**src/rtl/irq_flag_unit.sv**
```systemverilog
module irq_flag_unit #(
  parameter int NEV = 8
) (
  input  logic           clk,
  input  logic           rst_n,
  input  logic [NEV-1:0] evt,
  input  logic           addr,
  input  logic           wr_en,
  input  logic           rd_en,
  input  logic [NEV-1:0] wr_data,
  output logic [NEV-1:0] rd_data,
  output logic           irq_n,
  output logic           irq_stat
);

  localparam logic SEL_FLAG = 1'b0;
  localparam logic SEL_EN   = 1'b1;

  logic [NEV-1:0] flag_q;
  logic [NEV-1:0] en_q;
  logic           flag_rd;

  assign flag_rd = rd_en && (addr == SEL_FLAG);

  always_ff @(posedge clk) begin
    if (!rst_n) begin
      flag_q <= '0;
    end else begin
      flag_q <= (flag_rd ? '0 : flag_q) | evt;
    end
  end

  always_ff @(posedge clk) begin
    if (!rst_n) begin
      en_q <= '0;
    end else if (wr_en && addr == SEL_EN) begin
      en_q <= wr_data;
    end
  end

  always_ff @(posedge clk) begin
    if (!rst_n) begin
      rd_data <= '0;
    end else if (rd_en) begin
      rd_data <= (addr == SEL_EN) ? en_q : flag_q;
    end
  end

  assign irq_n    = ~|(flag_q & en_q);
  assign irq_stat = ~irq_n;

endmodule


```
**config.mk**
```make
export PLATFORM = sky130hd
export DESIGN_NAME = irq_flag_unit
export DESIGN_NICKNAME = d
export VERILOG_FILES = /design/src/rtl/irq_flag_unit.sv
export SDC_FILE = /design/constraint.sdc
export NUM_CORES = 1
export LEC_CHECK = 0
export BUFFER_PORTS_ARGS = -buffer_cell sky130_fd_sc_hd__buf_2
export CORE_ASPECT_RATIO = 0.6
export CORE_UTILIZATION = 35
export DETAILED_ROUTE_END_ITERATION = 8
export GPL_ROUTABILITY_DRIVEN = 0
export GPL_TIMING_DRIVEN = 0
export HOLD_SLACK_MARGIN = 0.03
export PLACE_DENSITY = 0.61
export SLEW_MARGIN = 20
export SYNTH_ARGS = -nofsm -noshare
export SYNTH_HDL_FRONTEND = slang
export SYNTH_SLANG_ARGS = --single-unit
```
**constraint.sdc**
```tcl
create_clock -name clk -period 2.2 [get_ports clk]
set_input_delay 0.22 -clock clk [delete_from_list [all_inputs] [get_ports clk]]
set_output_delay 0.22 -clock clk [all_outputs]
set_load 0.01 [all_outputs]
```
; ---- Word level (Yosys, flattened, before mapping)
; Cells that the tools add are included.
[totals]
in_bits = 21
output_inout_bits = 10
word_cells = 12
reg_bits = 24
[classes]
bitwise_logic = 3
muxes = 2
n_reduce_logical = 4
[ops]
columns = cell, count
row1 = 2-to-1 mux 8 bit, 2
row2 = bitwise AND 8 bit, 1
row3 = OR 8 bit, 1
row4 = OR reduction 8 bit, 1
row5 = logical AND 1 bit, 2
row6 = logical NOT 1 bit, 1
row7 = inverter 1 bit, 1

; ---- Depth between registers and ports, before layout
[logic_depth]
word_depth = 4
ltp_mapped = 5
depth_no_buf = 3

; ---- Least setup slack after synthesis
; OpenSTA, ideal clock, no wires.
[synth_timing]
kind = register to output
startpoint = reg flag_q[6]
endpoint = out irq_stat
path_slack_ps = 1168
n_path_buf = 0
path_stages_with_launch = 4
required_ps = 1980
arrival_time_ps = 812
cell_sequence = dfxtp_1 > a22oi_1 > and4_1 > inv_1
[synth_via]
elab_chain_len = 2
[synth_rtl]
columns = element, line_no
row1 = from (decl), 19  ; logic [NEV-1:0] flag_q;
row2 = from (signal assigned), 29  ; flag_q <= (flag_rd ? '0 : flag_q) | evt;
row3 = bitwise AND 8 bit, 49  ; assign irq_n = ~|(flag_q & en_q);
row4 = OR reduction 8 bit, 49
row5 = to (decl), 13  ; output logic irq_stat
; Every way passes these cells.

; ---- Final worst setup path
; Same ends and word-level chain as after synthesis.

==> metrics.txt <==
IO Pins=31; Yosys Warn Count=0; Synth Instances=slightly above 100; final hold vios=0; final WL=2148 µm; fmax=roughly 700 MHz; #FFs+latches synth=24; Finished Cell Area=between 1000 and 1500 µm²; cell taking the most area after synthesis=dfxtp_1; sequential element share of the synthesized area=approximately 50%; sequential power share=between 50% and 60%; share of cells above drive strength 1=around 28%; Avg Cell Area, Syn=approximately 9.6 µm²; I/O Buffers=28; post-synth top area share=48.79%; Peak VDD IR=0.4490 mV; CP Class=flop to output port; syn nets=between 100 and 150; DP Area=1165 µm²; Final Max Slew Viols=0; ANT nets after route=0; Pint=just under 0.7 mW; delay-heaviest family, CP=flip-flops; worst hold path depth=3; initial antenna violation count=0; clk buf depth=2; Crit path required time=between 1.5 and 2 ns; count leader, synth=dfxtp_1; RSZ-0062 raised after global routing=false; top cells by area, synth=dfxtp_1, a21oi_1, mux2i_1; crit path DAT=1.20 ns; Sw Share=between 20% and 30%; DR WL/cell=12.86 µm; PwrDens=around 730 nW/µm²; vias in the first global route=around 770; # setup viols final=0; H-tree levels=1; Hold Crit Start=evt[4]; Worst Hold End=flag_q[4]$_SDFF_PN0_; worst reg2reg startpoint=en_q[0]$_SDFFE_PN0P_; Worst R2R End=rd_data[0]$_SDFFE_PN0P_; R2R setup slack=about 1.4 ns; setup TNS=0 ns; Hold Slack=~0.18 ns; Period minus WS final=between 1 and 1.5 ns; Logic pwr share=between 10% and 20%; pin count of the biggest net entering global routing=14; Clock transition at path regs=~0.080 ns; Stages on worst setup path=4; Final HPWL DP=1649 µm; R2R cell count=2; Worst-Skew Late Latency=about 0.27 ns; CTS tree=built; via count=about 820; CP Launch Type=flop; first drt pass iteration count=6; TritonCTS Buffers=3; final period utilization=~65%; gr ovfl total=0; Main synth FF type=dfxtp_1; height of the die=about 43 µm; Layout fillers=approximately 250; Setup Skew=around 0.0043 ns; Worst path max stage delay=0.33 ns; initial DRC count=24; Unique masters post-synth=16; first-pass GRT wire length=3588 µm; Worst Path Max Fanout=3; # rows=14; layout net count=between 150 and 200; max cap viols=0; Std-Cell Core Area=approximately 2600 µm²; Hold Buf Count CTS=0; Multi-input gate area=436.7 µm²; NetSw=0.2120 mW; CTS sink count=24; overall routing resource usage=15.86%; Worst-Margin Slew=~0.34 ns; Lkg Pwr=0.5315 nW; outcome=finished with violations; clock share of power=between 30 and 40%; Min-Delay Path Class=primary input to flop; relative slew slack=77.02%; cell area after synthesis=between 900 and 1000 µm²; DIE AREA=about 3000 µm²; Setup Buffers After CTS=0; CTS root buf=clkbuf_8; final core occ=47.06%; Die X=between 70 and 80 µm; failing checks=DRC; area growth from synthesis to layout=23.89%; initial core utilization=between 30% and 40%; Post-synth EDFFs=0; CP Buf/Inv Count=2; Worst Setup End Kind=output port; DR vias/cell=4.904; slowest CP cell=dfxtp_1; Antenna diodes=0; Cell Chain, Critical Path=a22oi_1 > and4_1 > inv_1 > buf_2; most instantiated cells after synthesis=dfxtp_1, a21oi_1, nand2_1; async set-reset flop share out of synthesis=0%; post-CTS sizing=0; register area=480.5 µm²; DR DRC count=5; Tot Pwr=0.8915 mW
## worst max path at each step
| stage | startpoint | end | slack (ns) |
|---|---|---|---|
| floorplan | flag_q[6]$_SDFF_PN0_ | irq_stat | 1.17 |
| global placement | flag_q[6]$_SDFF_PN0_ | irq_stat | 1.08 |
| detailed placement | flag_q[6]$_SDFF_PN0_ | irq_stat | 1.07 |
| CTS | flag_q[6]$_SDFF_PN0_ | irq_stat | 0.78 |
| global route | flag_q[4]$_SDFF_PN0_ | irq_stat | 0.69 |
| finish | flag_q[6]$_SDFF_PN0_ | irq_stat | 0.78 |
## cells by family (layout without fill, tap and decap cells)
kind of cell / count (synthesis) / in the layout / share of synthesized area [%]
AO/OA/AOI/OAI: 36 / 36 / 21.35
AND/OR/NAND/NOR: 27 / 27 / 14.87
flip-flops: 24 / 24 / 48.79
multiplexers: 8 / 8 / 8.132
buffers and inverters: 8 / 40 / 6.861
## flip-flops by register name, summed over array words and instances (netlist names)
| signal | flops |
|---|---|
| en_q | 8 |
| rd_data | 8 |
| flag_q | 8 |
## placed cells by master, fill, tap and decap left out
cell type   n
a21boi_0    8
a21oi_1    16
a22oi_1     4
and4_1      1
buf_2      28
buf_4       1
buf_6       3
buf_8       1
clkbuf_1    2
clkbuf_8    4
dfxtp_1    24
inv_1       1
mux2i_1     8
nand2_1     9
nand2b_4    1
nand3_1     8
nor2b_1     8
o21ai_0     8
## per-stage QoR
stage,setup slack [ns],instances
floorplan,1.168,103
detailed placement,1.074,163
global route,0.6944,167
global placement,1.076,163
CTS,0.7766,167
finish,0.7809,167
## worst reg2reg max path, delay by kind of cell, from the launching register on
family | cells | cell delay (ns)
flip-flops | 1 | 0.34
AO/OA/AOI/OAI | 1 | 0.11
multiplexers | 1 | 0.24
## power by group through the flow
stage	clock, mW	sequential [mW]	combinational (mW)
floorplan	0	0.489	0.0684
global placement	0	0.487	0.116
detailed placement	0	0.489	0.119
CTS	0.301	0.478	0.120
global route	0.319	0.483	0.132
finish	0.295	0.478	0.119
## layer usage
metal | up-vias | global-route usage [%] | wire length, µm | share of wire, %
met5 | - | 0 | 0 | 0
met2 | 31 | 21.75 | 789 | 37
met3 | 2 | 6.176 | 190 | 8.8
li1 | 427 | - | - | -
met1 | 359 | 22.91 | 1158 | 54
met4 | 0 | 3.673 | 10 | 0.47
## cell type report
type	count	area share, %
sequential	24	39.38
clock buffer	4	4.513
inverter	1	0.3077
timing repair buffer	28	11.49
multi-input combinational	71	35.79
buffer	7	5.231
tap	32	3.282
Power figures use the tool's default switching activity.
